File: src/rtl/ofmt_pkg.sv
package ofmt_pkg;
  localparam int unsigned POS_W = 5;
  localparam int unsigned CODE_W = 5;

  typedef struct packed {
    logic             load;
    logic             active;
    logic [POS_W-1:0] bitPos;
  } ofmt_strb_t;

  // width code -> width minus one; 0 means full 32, invalid 1..7 act as 8
  function automatic logic [POS_W-1:0] widthLast(input logic [CODE_W-1:0] code);
    if (code == '0)          return 5'd31;
    else if (code < 5'd8)    return 5'd7;
    else                     return code - 5'd1;
  endfunction

  // divider code -> cycles minus one; 0 wraps to 31 (32 cycles)
  function automatic logic [POS_W-1:0] divLast(input logic [CODE_W-1:0] code);
    return code - 5'd1;
  endfunction
endpackage

File: src/rtl/ofmt_datapath.sv
module ofmt_datapath
  import ofmt_pkg::*;
#(
  parameter int unsigned DATA_W = 32
) (
  input  logic              clk,
  input  logic              rstN,
  input  ofmt_strb_t        strb,
  input  logic [DATA_W-1:0] dataIn,
  input  logic [7:0]        fmtCfg,
  output logic              serOut
);
  localparam int unsigned SUM_W = DATA_W + 1;
  localparam logic [DATA_W-1:0] POS_MAX = {1'b0, {(DATA_W-1){1'b1}}};
  localparam logic [DATA_W-1:0] NEG_MAX = {1'b1, {(DATA_W-1){1'b0}}};

  logic [DATA_W-1:0] gained, rounded, shifted, masked, formatted, wordReg;
  logic [SUM_W-1:0]  half, sum;
  logic [POS_W-1:0]  wLast;
  logic [5:0]        drop;

  always_comb begin
    // saturating gain of two
    if (fmtCfg[7]) begin
      if (dataIn[DATA_W-1] != dataIn[DATA_W-2])
        gained = dataIn[DATA_W-1] ? NEG_MAX : POS_MAX;
      else
        gained = {dataIn[DATA_W-2:0], 1'b0};
    end else begin
      gained = dataIn;
    end

    wLast = widthLast(fmtCfg[4:0]);
    drop  = 6'd31 - {1'b0, wLast};

    // round: add half of the kept LSB, saturate on positive overflow
    half = (fmtCfg[5] && drop != 6'd0) ? (SUM_W'(1) << (drop - 6'd1)) : '0;
    sum  = {gained[DATA_W-1], gained} + half;
    rounded = (sum[SUM_W-1] != sum[SUM_W-2]) ? POS_MAX : sum[DATA_W-1:0];

    shifted   = DATA_W'($signed(rounded) >>> drop);
    masked    = shifted & ({DATA_W{1'b1}} >> drop);
    formatted = fmtCfg[6] ? (masked ^ (DATA_W'(1) << wLast)) : masked;
  end

  always_ff @(posedge clk) begin
    if (!rstN)          wordReg <= '0;
    else if (strb.load) wordReg <= formatted;
  end

  assign serOut = strb.active & wordReg[strb.bitPos];
endmodule

File: src/rtl/ofmt_ctrl.sv
module ofmt_ctrl
  import ofmt_pkg::*;
(
  input  logic        clk,
  input  logic        rstN,
  input  logic        dataValid,
  input  logic [4:0]  widthCode,
  input  logic [7:0]  timCfg,
  output ofmt_strb_t  strb,
  output logic        bitStart,
  output logic        bitClk,
  output logic        frameOut,
  output logic        overrun
);
  logic             busy, msbLat;
  logic [POS_W-1:0] bitIdx, divCnt, wLast, dLast;
  logic             accept, lastDiv, lastBit;

  assign accept  = dataValid && !busy;
  assign lastDiv = divCnt == dLast;
  assign lastBit = bitIdx == wLast;

  always_ff @(posedge clk) begin
    if (!rstN) begin
      busy    <= 1'b0;
      msbLat  <= 1'b0;
      bitIdx  <= '0;
      divCnt  <= '0;
      wLast   <= '0;
      dLast   <= '0;
      overrun <= 1'b0;
    end else begin
      overrun <= dataValid && busy;
      if (accept) begin
        busy   <= 1'b1;
        bitIdx <= '0;
        divCnt <= '0;
        wLast  <= widthLast(widthCode);
        dLast  <= divLast(timCfg[4:0]);
        msbLat <= timCfg[5];
      end else if (busy) begin
        if (lastDiv) begin
          divCnt <= '0;
          if (lastBit) busy <= 1'b0;
          else         bitIdx <= bitIdx + 5'd1;
        end else begin
          divCnt <= divCnt + 5'd1;
        end
      end
    end
  end

  always_comb begin
    strb.load   = accept;
    strb.active = busy;
    strb.bitPos = msbLat ? (wLast - bitIdx) : bitIdx;
  end

  assign bitStart = busy && divCnt == '0;
  assign bitClk   = busy && divCnt <= (dLast >> 1);
  assign frameOut = busy && bitIdx == '0;
endmodule

File: src/rtl/ofmt_serializer.sv
module ofmt_serializer
  import ofmt_pkg::*;
(
  input  logic        clk,
  input  logic        rstN,
  input  logic [31:0] dataIn,
  input  logic        dataValid,
  input  logic [7:0]  fmtCfg,
  input  logic [7:0]  timCfg,
  output logic        serOut,
  output logic        bitClk,
  output logic        frameOut,
  output logic        overrun
);
  ofmt_strb_t strb;
  logic       busy, bitStart;

  ofmt_ctrl u_ctrl (
    .clk(clk), .rstN(rstN), .dataValid(dataValid), .widthCode(fmtCfg[4:0]),
    .timCfg(timCfg), .strb(strb), .bitStart(bitStart), .bitClk(bitClk),
    .frameOut(frameOut), .overrun(overrun)
  );

  ofmt_datapath #(.DATA_W(32)) u_dp (
    .clk(clk), .rstN(rstN), .strb(strb), .dataIn(dataIn),
    .fmtCfg(fmtCfg), .serOut(serOut)
  );

  assign busy = strb.active;
endmodule

File: config.mk
export PLATFORM = sky130hd
export DESIGN_NAME = ofmt_serializer
export DESIGN_NICKNAME = d
export VERILOG_FILES = /design/src/rtl/ofmt_pkg.sv /design/src/rtl/ofmt_datapath.sv /design/src/rtl/ofmt_ctrl.sv /design/src/rtl/ofmt_serializer.sv
export SDC_FILE = /design/constraint.sdc
export NUM_CORES = 1
export LEC_CHECK = 0
export ABC_AREA = 1
export BUFFER_PORTS_ARGS = -buffer_cell sky130_fd_sc_hd__buf_2
export CAP_MARGIN = 15
export CELL_PAD_IN_SITES_DETAIL_PLACEMENT = 0
export CELL_PAD_IN_SITES_GLOBAL_PLACEMENT = 1
export CORE_MARGIN = 8
export CORE_UTILIZATION = 42
export DETAILED_ROUTE_END_ITERATION = 6
export PLACE_DENSITY = 0.87
export SLEW_MARGIN = 25
export SYNTH_ARGS = -nofsm -noshare
export SYNTH_HDL_FRONTEND = slang
export SYNTH_SLANG_ARGS = --single-unit
File: constraint.sdc
create_clock -name clk -period 7.35 [get_ports clk]
set_input_delay 1.47 -clock clk [delete_from_list [all_inputs] [get_ports clk]]
set_output_delay 1.47 -clock clk [all_outputs]
set_load 0.05 [all_outputs]
Yosys cells after proc, flatten, opt, wreduce, memory -nomap -nowiden
Index checks and enable logic that the tools add are counted.
- eq/ne operators: 4
- reduce and logical (&&, ||, !) cells: 11
- shifts and indexed selects: 4
- add/sub/neg operators: 8
- bitwise gates (word level): 5
- mux-type cells: 16
- order comparisons: 3
- operator list (cell ; number):
    $mux 32 ; 5
    $add 33x33->33 ; 1
    $mux 33 ; 1
    $shl 1x6->33 const A ; 1
    $and 32x32->32 ; 1
    $shl 1x5->32 const A ; 1
    $shr 32x6->32 const A ; 1
    $sshr 32x6->32 ; 1
    $xor 32x32->32 ; 1
    $mux 5 ; 4
    $add 5x1->5 const B ; 2
    $eq 5x5->1 ; 2
    $logic_not 5->1 ; 2
    $sub 5x1->5 const B ; 2
    $lt 5x6->1 const B ; 1
    $reduce_bool 6->1 ; 1
    $sub 5x5->6 const A ; 1
    $sub 6x1->6 const B ; 1
    $bmux 1 s5 ; 1
    $le 5x4->1 ; 1
    $logic_and 1x1->1 ; 5
    $lt 5x4->1 const B ; 1
    $mux 1 ; 5
    $sub 5x5->5 ; 1
    6 further kinds ; 8
- register bits: 55

Depth between registers and ports, before layout
Gate-level depths: netlist of run 1.
- depth in word-level cells: 14
- mapped depth: 50
- depth with buffers taken out: 48

Modules after synthesis
A second synthesis of run 1 with hierarchy kept.
- cells, all modules: 1688
- area, all modules: 8941.1 um^2
- modules (own cells, without submodules) (module ; seq. area each (um^2) ; area an instance (um^2) ; cells each ; times used):
    ofmt_datapath ; 640.6 ; 7395.8 ; 1474 ; 1
    ofmt_ctrl ; 460.4 ; 1545.2 ; 214 ; 1

Worst setup path before layout of run 1
No wires, ideal clock.
- path kind: input-to-reg
- start point: in fmtCfg[0]
- end point: reg u_dp.wordReg[16]
- library setup time: 0.113 ns
- stages on the path: 45
- setup slack: 1.199 ns
- path buffers: 2
- arrival: 6.038 ns
- data required time: 7.237 ns
- cell sequence: inv_1 ha_1 inv_1 nor2_1 inv_1 nor2_1 inv_1 or2_1 o21ai_0 a31o_2 nand2_1 nor2_1 inv_1 nand2_1 inv_1 nand2_1 inv_1 nand3_1 [9 not listed] nand2_1 a21o_1 a21oi_1 xnor2_1 ha_1 buf_2 inv_1 clkbuf_4 nand3_1 nand2_1 nand3_1 nand2_1 nand2_1 nand3_2 nand2_2 or2_1 nand3_1 nand2_1
- word-level cells in the longest chain between the ends: 14
- elaborated cells on any way between the ends: 20
- classes of those cells: add/sub: 4; order compare: 1; eq/ne: 1; shift: 4; mux: 5; bitwise: 2; reduce/logical: 3
- RTL lines (what ; line ; source):
    start: declaration ; ofmt_serializer.sv:8 ; input logic [7:0] fmtCfg,
    $sub 5x1->5 / $lt 5x4->1 (equally long branches) ; ofmt_pkg.sv:15, ofmt_pkg.sv:14 ;
    $mux 5 ; ofmt_pkg.sv:14 ; else if (code < 5'd8) return 5'd7;
    $mux 5 (*) ; ofmt_pkg.sv:13 ; if (code == '0) return 5'd31;
    $sub 5x5->6 ; ofmt_datapath.sv:34 ; drop = 6'd31 - {1'b0, wLast};
    $sub 6x1->6 / $reduce_bool 6->1 (equally long branches) ; ofmt_datapath.sv:37 ; half = (fmtCfg[5] && drop != 6'd0) ? (SUM_W'(1) << (drop - 6'd1)) : '0;
    $shl 1x6->33 / $logic_and 1x1->1 (equally long branches) ; ofmt_datapath.sv:37 ;
    $mux 33 ; ofmt_datapath.sv:37 ;
    $add 33x33->33 ; ofmt_datapath.sv:38 ; sum = {gained[DATA_W-1], gained} + half;
    $ne 1x1->1 ; ofmt_datapath.sv:39 ; rounded = (sum[SUM_W-1] != sum[SUM_W-2]) ? POS_MAX : sum[DATA_W-1:0];
    $mux 32 ; ofmt_datapath.sv:39 ;
    $sshr 32x6->32 ; ofmt_datapath.sv:41 ; shifted = DATA_W'($signed(rounded) >>> drop);
    $and 32x32->32 ; ofmt_datapath.sv:42 ; masked = shifted & ({DATA_W{1'b1}} >> drop);
    $xor 32x32->32 ; ofmt_datapath.sv:43 ; formatted = fmtCfg[6] ? (masked ^ (DATA_W'(1) << wLast)) : masked;
    $mux 32 (*) ; ofmt_datapath.sv:43 ;
    end signal: assignment ; ofmt_datapath.sv:48 ; else if (strb.load) wordReg <= formatted;
    end: declaration ; ofmt_datapath.sv:17 ; logic [DATA_W-1:0] gained, rounded, shifted, masked, formatted, wordReg;
Every way passes the cells marked *; elsewhere a longest branch is shown, timed or not.
A chain may end at the register's enable or synchronous reset.

Final worst setup path of run 1
- start point: in fmtCfg[0]
- end point: reg u_dp.wordReg[4]
Same word-level chain as after synthesis.

==> results.sh, run 1 <==
export IMPL_cts_tree="done"
export IMPL_hold_viol_final=0
export IMPL_synth_compound_area_share_pct=11.62
export IMPL_synthSimpleGateAreaFrac_pct=52.77
export IMPL_synthArstFlopShare_pct=0
export IMPL_yosys_area_top_type="nand2_1"
export IMPL_ant_nets=0
export IMPL_max_cap_viol_count=0
export IMPL_max_slew_worst_pin_slew_ns=0.6843
export IMPL_root_buffer="clkbuf_16"
export IMPL_synth_top_family_by_area="simple AND/OR/NAND/NOR gates"
export IMPL_syn_area_per_cell_um2=5.234
export IMPL_globalRouteTotalUtil_pct=23.58
export IMPL_syn_inst=1646
export IMPL_synth_area_leaders="nand2_1 28%, dfxtp_1 13%, nand3_1 11%, inv_1 9.7%, ha_1 7.1%"
export IMPL_cts_clk_slew_worst_paths_ns=0.07
export IMPL_status="finished, final reports clean"
export IMPL_diodes=0
export IMPL_grt_max_degree=49
export IMPL_setup_viol=0
export IMPL_critPathArrivalTime_ns=7.11
export IMPL_path_class="input port to flop"
export IMPL_postCtsHoldBufs=0
export IMPL_cp_data_required_time_ns=7.55
export IMPL_multi_input_area_um2=6457
export IMPL_gp_congestion=0.9751
export IMPL_initial_core_util_pct=42.72
export IMPL_synth_seq_area_share_pct=12.78
export IMPL_cp_num_buf_inv=9
export IMPL_place_area_um2=9238
export IMPL_netlist_area_um2=8616
export IMPL_yosys_warnings=0
export IMPL_finalMaxSlewViolations=0
export IMPL_synth_seq_cells=55
export IMPL_max_freq_mhz=144.8
export IMPL_seq_area_um2=1101
export IMPL_cellPowerDensity_nw_per_um2=151.7
export IMPL_die_area_um2=25350
export IMPL_path_delay_family="simple AND/OR/NAND/NOR gates"
export IMPL_route_detailed_drc=0
export IMPL_drt_first_pass_iters=5
export IMPL_portBuffers=52
export IMPL_crit_top_cell="nand2_1"
export IMPL_via_count=10382
export IMPL_area_delta_synth_final_pct=10.80
export IMPL_core_area_um2=20170
export IMPL_fin_tns_setup_ns=0
export IMPL_rows=52
export IMPL_worst_path_largest_cell_delay_ns=0.44
export IMPL_nNetsFinal=1790
export IMPL_fill_cells=2326
export IMPL_critPathLaunchType="input port"
export IMPL_clk_path_buf_depth=2
export IMPL_skew_ns=0.004140
export IMPL_vias_per_cell=5.300
export IMPL_synth_xor_area_share_pct=1.322
export IMPL_grt_setup_unrepaired="false"
export IMPL_yosysTopAreaCellShare_pct=27.84
export IMPL_finalCriticalPeriod_ns=6.906
export IMPL_finalCritPeriodShare_pct=93.95
export IMPL_grt_pass1_vias=9562
export IMPL_fin_area_um2=9547
export IMPL_cts_htree_levels=2
export IMPL_synth_edf_count=0
export IMPL_crit_path_max_fanout=8
export IMPL_avgRoutedWirePerCell_um=15.76
export IMPL_relSlewSlack_pct=54.38
export IMPL_drive_above_1_share_pct=10.30
export IMPL_slowest_stage="fa_1"
export IMPL_pin_count=55
export IMPL_drt_iter0_markers=790
export IMPL_grt_overflow=0
export IMPL_die_x_um=159.2
export IMPL_synth_cell_types=53
export IMPL_vdd_drop_max_mv=0.1161
export IMPL_hp_class="flop to flop"
export IMPL_p_leak_nw=5.200
export IMPL_clkSinkCount=55
export IMPL_dp_hpwl_um=25030
export IMPL_synth_mux_area_share_pct=0.5954
export IMPL_synth_flop_cell="dfxtp_1"
export IMPL_drt_wl_total_um=30880
export IMPL_endpoint_kind="flop"
export IMPL_antenna_found_initial=0
export IMPL_clock_latency_ns=0.30
export IMPL_die_height_um=159.2
export IMPL_grt_pass1_wl_um=49020
export IMPL_synth_fa_ha_area_share_pct=7.581
export IMPL_cts_buffers=5
-- through the flow --
step | power [W] | setup slack [ns] | utilization (%) | std cells | hold WS [ns]
finish | 0.001448 | 0.4443 | 47.33 | 1959 | 0.4541
detailed placement | 0.001135 | 0.1089 | 45.80 | 1947 | 0.4414
global placement | 0.001130 | 0.1638 | 45.80 | 1947 | 0.4378
floorplan | 0.0009141 | 1.199 | - | 1648 | 0.4261
global route | 0.001563 | 0.01011 | 47.33 | 1959 | 0.4707
CTS | 0.001416 | 0.4020 | 46.66 | 1955 | 0.4549
-- synthesized netlist by cell type, types with 2 or more instances --
cell type / n
o21ai_1: 12
or2_1: 2
xor2_1: 9
o22ai_1: 4
a32o_1: 8
nor3_1: 23
nand4_1: 27
a31o_2: 2
clkbuf_1: 23
a21oi_1: 54
a31oi_1: 5
ha_1: 49
nand2_2: 18
buf_4: 8
nor2_1: 115
fa_1: 2
a22oi_1: 2
nor4_1: 3
clkinv_1: 3
buf_1: 2
nor2_4: 2
nand3_1: 192
buf_2: 21
a21o_1: 2
nor2_2: 9
a211oi_1: 2
inv_1: 223
nand2_1: 639
o21ai_0: 69
dfxtp_1: 55
xnor2_1: 4
o211ai_1: 10
or2_2: 2
nand3b_1: 9
inv_2: 5
mux2i_1: 4
nand3_2: 11
-- report_power, final --
group	leakage (nW)	switching [W]	internal [W]
combinational	4.67	0.000555	0.000280
clock	0.0844	0.000115	0.000163
sequential	0.449	0.0000149	0.000320
total	5.20	0.000686	0.000763
-- timing repair --
| item | CTS | global route |
|---|---|---|
| buffers inserted | 0 | 2 |
| hold endpoints to repair | 0 | 0 |
| endpoints found under the setup margin | 0 | 20 |
| resized for setup | 0 | 22 |
-- metal layers --
layer | global-route usage [%] | vias up | wire [um]
met5 | 0 | - | 0
met4 | 11.79 | 0 | 1506
met2 | 40.93 | 303 | 14440
li1 | - | 5341 | -
met3 | 1.784 | 64 | 1567
met1 | 28.88 | 4674 | 13360
-- placed cells by master, fill, tap and decap left out, types with 9 or more instances in the layout --
cell,synthesis,layout
nand3_2,11,11
nand3b_1,9,9
nand4_1,27,27
o211ai_1,10,10
nand3_1,192,192
nor2_1,115,111
dfxtp_1,55,55
nand2_2,18,24
inv_1,223,222
ha_1,49,46
nand2_1,639,633
xor2_1,9,9
nor2_2,9,12
a21oi_1,54,52
o21ai_0,69,66
nor3_1,23,18
buf_4,8,32
o21ai_1,12,15
buf_2,21,52
-- final timing paths --
| check | start | end | slack (ns) | cells past startpoint |
|---|---|---|---|---|
| setup / recovery | fmtCfg[0] | u_dp.wordReg[4] | 0.44 | 43 |
| hold / removal | u_dp.wordReg[16] | u_dp.wordReg[16] | 0.45 | 2 |
| setup reg to reg | u_ctrl.busy | u_dp.wordReg[19] | 5.05 | 7 |
| hold reg to reg | u_dp.wordReg[16] | u_dp.wordReg[16] | 0.45 | 2 |
-- tightest hold or removal path, delay by kind of cell (launching register included) --
family | cells | cell delay [ns]
DFF | 1 | 0.31
and+or+nand+nor | 2 | 0.10
-- final cells by class --
cell class | instances | share of cell area, %
repair buffers | 89 | 6.396
well taps | 270 | 3.539
clock buffers | 5 | 1.311
flip-flops and latches | 55 | 11.53
clock inverters | 3 | 0.4980
multi-input cells | 1306 | 67.64
inverters | 231 | 9.083
-- state kept, by name (all words and copies together), names as in the netlist --
signal / cells
u_ctrl.bitIdx: 5
u_ctrl.busy: 1
u_ctrl.dLast: 5
u_ctrl.divCnt: 5
u_ctrl.msbLat: 1
u_ctrl.overrun: 1
u_ctrl.wLast: 5
u_dp.wordReg: 32
-- kinds of logic (layout without fill, tap and decap cells) --
family,Yosys count,after routing
adders and majority gates,51,51
and+or+nand+nor,1058,1058
other,1,3
DFF,55,55
xor gates and xnor gates,13,13
muxes,5,5
AOI/OAI and AO/OA,176,176
buffers and inverters,287,328
Note: power is estimated with default switching activity, not from simulation.
==> run 2: changes to the inputs <==
--- a/config.mk
+++ b/config.mk
@@ -8,12 +8,12 @@
 export ABC_AREA = 1
 export BUFFER_PORTS_ARGS = -buffer_cell sky130_fd_sc_hd__buf_2
 export CAP_MARGIN = 15
-export CELL_PAD_IN_SITES_DETAIL_PLACEMENT = 0
-export CELL_PAD_IN_SITES_GLOBAL_PLACEMENT = 1
 export CORE_MARGIN = 8
-export CORE_UTILIZATION = 42
+export CORE_UTILIZATION = 50
+export CTS_CLUSTER_DIAMETER = 40
 export DETAILED_ROUTE_END_ITERATION = 6
-export PLACE_DENSITY = 0.87
+export PLACE_DENSITY = 0.73
+export REMOVE_ABC_BUFFERS = 1
 export SLEW_MARGIN = 25
 export SYNTH_ARGS = -nofsm -noshare
 export SYNTH_HDL_FRONTEND = slang
==> results.sh, run 2 (same netlist as run 1, synthesis figures left out) <==
export IMPL_die_height_um=147.3
export IMPL_cp_num_buf_inv=9
export IMPL_largest_reg_flops=32
export IMPL_finalCriticalPeriod_ns=6.896
export IMPL_dp_hpwl_um=23300
export IMPL_grt_setup_unrepaired="true"
export IMPL_critPathArrivalTime_ns=7.09
export IMPL_rows=48
export IMPL_grt_pass1_wl_um=45560
export IMPL_cts_clk_slew_worst_paths_ns=0.07
export IMPL_drt_wl_total_um=28920
export IMPL_gp_congestion=0.9733
export IMPL_pin_count=55
export IMPL_vias_per_cell=5.439
export IMPL_largest_register="u_dp.wordReg"
export IMPL_cts_tree="done"
export IMPL_portBuffers=52
export IMPL_area_delta_synth_final_pct=9.047
export IMPL_cp_data_required_time_ns=7.54
export IMPL_grt_pass1_vias=9030
export IMPL_ant_nets=0
export IMPL_p_leak_nw=5.174
export IMPL_worst_path_largest_cell_delay_ns=0.46
export IMPL_die_x_um=147.3
export IMPL_globalRouteTotalUtil_pct=25.67
export IMPL_slowest_stage="nor3_1"
export IMPL_clock_latency_ns=0.29
export IMPL_clk_path_buf_depth=2
export IMPL_grt_overflow=0
export IMPL_clkSinkCount=55
export IMPL_cts_buffers=5
export IMPL_mostFrequentLayoutCells="634 x nand2_1, 223 x inv_1, 192 x nand3_1"
export IMPL_crit_path_max_fanout=21
export IMPL_endpoint_kind="flop"
export IMPL_status="finished, final reports clean"
export IMPL_hold_viol_final=0
export IMPL_die_area_um2=21690
export IMPL_power_w=0.001408
export IMPL_core_area_um2=17060
export IMPL_initial_core_util_pct=50.51
export IMPL_utilization_pct=55.08
export IMPL_max_cap_viol_count=0
export IMPL_skew_ns=0.005290
export IMPL_critPathLaunchType="input port"
export IMPL_drive_above_1_share_pct=9.893
export IMPL_antenna_found_initial=0
export IMPL_cellPowerDensity_nw_per_um2=149.9
export IMPL_relSlewSlack_pct=55.20
export IMPL_nNetsFinal=1790
export IMPL_path_class="input port to flop"
export IMPL_setup_viol=0
export IMPL_diodes=0
export IMPL_drt_first_pass_iters=6
export IMPL_grt_max_degree=42
export IMPL_hp_class="flop to flop"
export IMPL_root_buffer="clkbuf_16"
export IMPL_drt_iter0_markers=1216
export IMPL_path_delay_family="simple AND/OR/NAND/NOR gates"
export IMPL_vdd_drop_max_mv=0.1054
export IMPL_max_slew_worst_pin_slew_ns=0.6719
export IMPL_final_common_cell="nand2_1"
export IMPL_crit_top_cell="nand2_1"
export IMPL_avgRoutedWirePerCell_um=15.12
export IMPL_via_count=10405
export IMPL_finalMaxSlewViolations=0
export IMPL_route_detailed_drc=0
export IMPL_cts_htree_levels=2
export IMPL_max_freq_mhz=145.0
export IMPL_fill_cells=1889
export IMPL_finalCritPeriodShare_pct=93.83
[run 2: cell types whose count changed in the layout (fill, tap and decap cells not counted), sizes merged]
cell and delta:
buf +2, clkbuf -2, clkinv -1, clkinvlp +1
inv -1
[run 2: where the power goes]
| part | internal [W] | leakage [nW] | switching, W |
|---|---|---|---|
| logic | 0.000267 | 4.65 | 0.000541 |
| clock network | 0.000159 | 0.0759 | 0.000107 |
| registers | 0.000320 | 0.449 | 0.0000156 |
| total | 0.000745 | 5.17 | 0.000663 |
[run 2: layout make-up]
cell class / count / area, um2 / share of cell area [%]
tap: 225 / 281.5 / 2.996
sequential: 55 / 1101 / 11.72
clock buffer: 5 / 125.1 / 1.332
inverter: 231 / 867.1 / 9.229
timing repair buffer: 89 / 550.5 / 5.860
clock inverter: 2 / 37.54 / 0.3995
multi-input combinational: 1306 / 6432 / 68.46
[run 2: final timing paths]
path / startpoint / endpoint / slack, ns / cells after the start
hold / removal: u_dp.wordReg[12] / u_dp.wordReg[12] / 0.45 / 2
setup reg to reg: u_ctrl.busy / u_dp.wordReg[26] / 4.44 / 7
setup / recovery: fmtCfg[0] / u_dp.wordReg[4] / 0.45 / 40
hold reg to reg: u_dp.wordReg[12] / u_dp.wordReg[12] / 0.45 / 2
[run 2: through the flow]
step / hold slack (ns) / instances / TNS (ns) / cell area, um2 / setup WS, ns
2_1_floorplan: 0.4261 / 1592 / -0.4477 / 8346 / -0.1626
3_3_place_gp: 0.4400 / 1905 / 0 / 9175 / 0.3710
3_5_place_dp: 0.4409 / 1905 / 0 / 9175 / 0.2449
4_1_cts: 0.4553 / 1912 / 0 / 9338 / 0.5070
5_1_grt: 0.4640 / 1913 / -0.008082 / 9395 / -0.008082
6_report: 0.4529 / 1913 / 0 / 9395 / 0.4537
[run 2: worst register-to-register path, cell delays in order (launching register included)]
cell	delay, ns
dfxtp_1	0.43
nor2_2	0.42
inv_1	0.23
nor2_4	0.55
inv_1	0.41
nor2_1	0.42
o21ai_0	0.16
o211ai_1	0.21
[run 2: metal layers]
metal	wire [um]	track usage, %	up-vias
met5	0	0	-
met4	850	7.853	0
met3	2271	3.660	66
met2	12470	40.09	390
met1	13330	35.61	4608
li1	-	-	5341
[run 2: repair_timing]
item                                    4_1_cts  5_1_grt
setup buffers                                 0        1
hold buffers                                  0        0
endpoints found under the setup margin        0        7
resized for setup                             0       14
==> run 3: changes to the inputs <==
--- a/config.mk
+++ b/config.mk
@@ -8,7 +8,6 @@
 export ABC_AREA = 1
 export BUFFER_PORTS_ARGS = -buffer_cell sky130_fd_sc_hd__buf_2
 export CAP_MARGIN = 15
-export CORE_MARGIN = 8
 export CORE_UTILIZATION = 50
 export CTS_CLUSTER_DIAMETER = 40
 export DETAILED_ROUTE_END_ITERATION = 6
==> results.sh, run 3 (same netlist as run 1, synthesis figures left out) <==
export IMPL_status="finished, final reports clean"
export IMPL_grt_pass1_vias=9030
export IMPL_antenna_found_initial=0
export IMPL_regToRegStartpoint="u_ctrl.busy"
export IMPL_cts_buffers=5
export IMPL_ff2ff_setup_slack_ns=4.44
export IMPL_pin_count=55
export IMPL_grt_setup_unrepaired="false"
export IMPL_finalMaxSlewViolations=0
export IMPL_drt_first_pass_iters=6
export IMPL_critPathArrivalTime_ns=7.07
export IMPL_max_freq_mhz=145.3
export IMPL_finalCriticalPeriod_ns=6.881
export IMPL_max_slew_worst_pin_slew_ns=0.7346
export IMPL_clk_path_buf_depth=2
export IMPL_area_delta_synth_final_pct=8.452
export IMPL_crit_top_cell="nand2_1"
export IMPL_hold_viol_final=0
export IMPL_clkSinkCount=55
export IMPL_drt_iter0_markers=1025
export IMPL_p_leak_nw=5.148
export IMPL_nNetsFinal=1785
export IMPL_power_w=0.001394
export IMPL_ant_nets=0
export IMPL_die_area_um2=17760
export IMPL_portBuffers=52
export IMPL_globalRouteTotalUtil_pct=32.10
export IMPL_mostFrequentLayoutCells="635 x nand2_1, 222 x inv_1, 191 x nand3_1"
export IMPL_hp_class="flop to flop"
export IMPL_cp_data_required_time_ns=7.54
export IMPL_via_count=10387
export IMPL_reg2reg_to="u_dp.wordReg[17]"
export IMPL_final_common_cell="nand2_1"
export IMPL_critPathLaunchType="input port"
export IMPL_route_detailed_drc=0
export IMPL_drt_wl_total_um=28380
export IMPL_cts_htree_levels=2
export IMPL_startpoint="fmtCfg[0]"
export IMPL_root_buffer="clkbuf_16"
export IMPL_dp_cells=1895
export IMPL_relSlewSlack_pct=51.02
export IMPL_slowest_stage="nor3_1"
export IMPL_gp_congestion=0.9904
export IMPL_path_class="input port to flop"
export IMPL_max_cap_viol_count=0
export IMPL_initial_core_util_pct=51.59
export IMPL_utilization_pct=55.95
export IMPL_reg2reg_depth=7
export IMPL_cts_clk_slew_worst_paths_ns=0.07
export IMPL_avgRoutedWirePerCell_um=14.91
export IMPL_vdd_drop_max_mv=0.1072
export IMPL_core_area_um2=16700
export IMPL_drive_above_1_share_pct=9.679
export IMPL_finalCritPeriodShare_pct=93.62
export IMPL_largest_register="u_dp.wordReg"
export IMPL_rows=47
export IMPL_die_height_um=133.3
export IMPL_clock_latency_ns=0.29
export IMPL_grt_pass1_wl_um=45370
export IMPL_post_place_ws_ns=0.07761
export IMPL_fin_ws_ns=0.4686
export IMPL_largest_reg_flops=32
export IMPL_grt_max_degree=42
export IMPL_postCtsHoldBufs=0
export IMPL_endpoint_kind="flop"
export IMPL_fin_tns_setup_ns=0
export IMPL_grt_overflow=0
export IMPL_vias_per_cell=5.455
export IMPL_diodes=0
export IMPL_dp_hpwl_um=22940
export IMPL_die_x_um=133.3
export IMPL_setup_viol=0
export IMPL_crit_path_max_fanout=8
export IMPL_stdcell_count=1904
export IMPL_endpoint="u_dp.wordReg[4]"
export IMPL_worst_path_largest_cell_delay_ns=0.42
export IMPL_cellPowerDensity_nw_per_um2=149.2
export IMPL_cts_tree="done"
export IMPL_skew_ns=0.008274
[run 3: how the worst min path moves through the flow]
stage / from / end / slack, ns / cells after the start
after global placement: u_dp.wordReg[29] / u_dp.wordReg[29] / 0.44 / 2
after floorplan: u_dp.wordReg[15] / u_dp.wordReg[15] / 0.43 / 2
final: u_dp.wordReg[9] / u_dp.wordReg[9] / 0.45 / 2
after detailed placement: u_dp.wordReg[1] / u_dp.wordReg[1] / 0.44 / 2
after global routing: u_dp.wordReg[13] / u_dp.wordReg[13] / 0.47 / 2
after CTS: u_dp.wordReg[29] / u_dp.wordReg[29] / 0.45 / 2
[run 3: repair_timing]
item / in CTS / in global routing
gates resized for setup: 0 / 15
endpoints found under the setup margin: 0 / 22
buffers inserted: 0 / 1
[run 3: worst max-delay path: cells and delay by family]
kind | cells | cell delay, ns
adder cells (fa/ha/maj) | 3 | 1.09
AO/OA/AOI/OAI | 4 | 0.58
AND/OR/NAND/NOR | 25 | 2.97
buffers and inverters | 7 | 0.89
XOR/XNOR | 1 | 0.09
[run 3: metrics by stage]
step                hold WS (ns)  instance area (um2)
floorplan                 0.4261                 8346
global placement          0.4401                 9131
detailed placement        0.4406                 9131
CTS                       0.4540                 9286
global route              0.4658                 9344
finish                    0.4508                 9344
[run 3: layout make-up]
type / instances / area [um2]
multi-input combinational: 1306 / 6429
clock buffer: 6 / 138.9
inverter: 231 / 867.1
timing repair buffer: 84 / 516.7
clock inverter: 2 / 16.27
fill: 1831 / 7357
tap: 220 / 275.3
sequential: 55 / 1101
[run 3: metal layers]
| metal | share of wire (%) | GRT usage, % |
|---|---|---|
| met1 | 46 | 44.74 |
| met2 | 42 | 50.09 |
| met3 | 8.4 | 5.479 |
| met4 | 2.9 | 9.975 |
| met5 | 0 | 0 |
[run 3: power breakdown]
| part | internal [W] | switching, W | total, W |
|---|---|---|---|
| logic | 0.000264 | 0.000548 | 0.000811 |
| registers | 0.000320 | 0.0000157 | 0.000335 |
| clock network | 0.000136 | 0.000111 | 0.000248 |
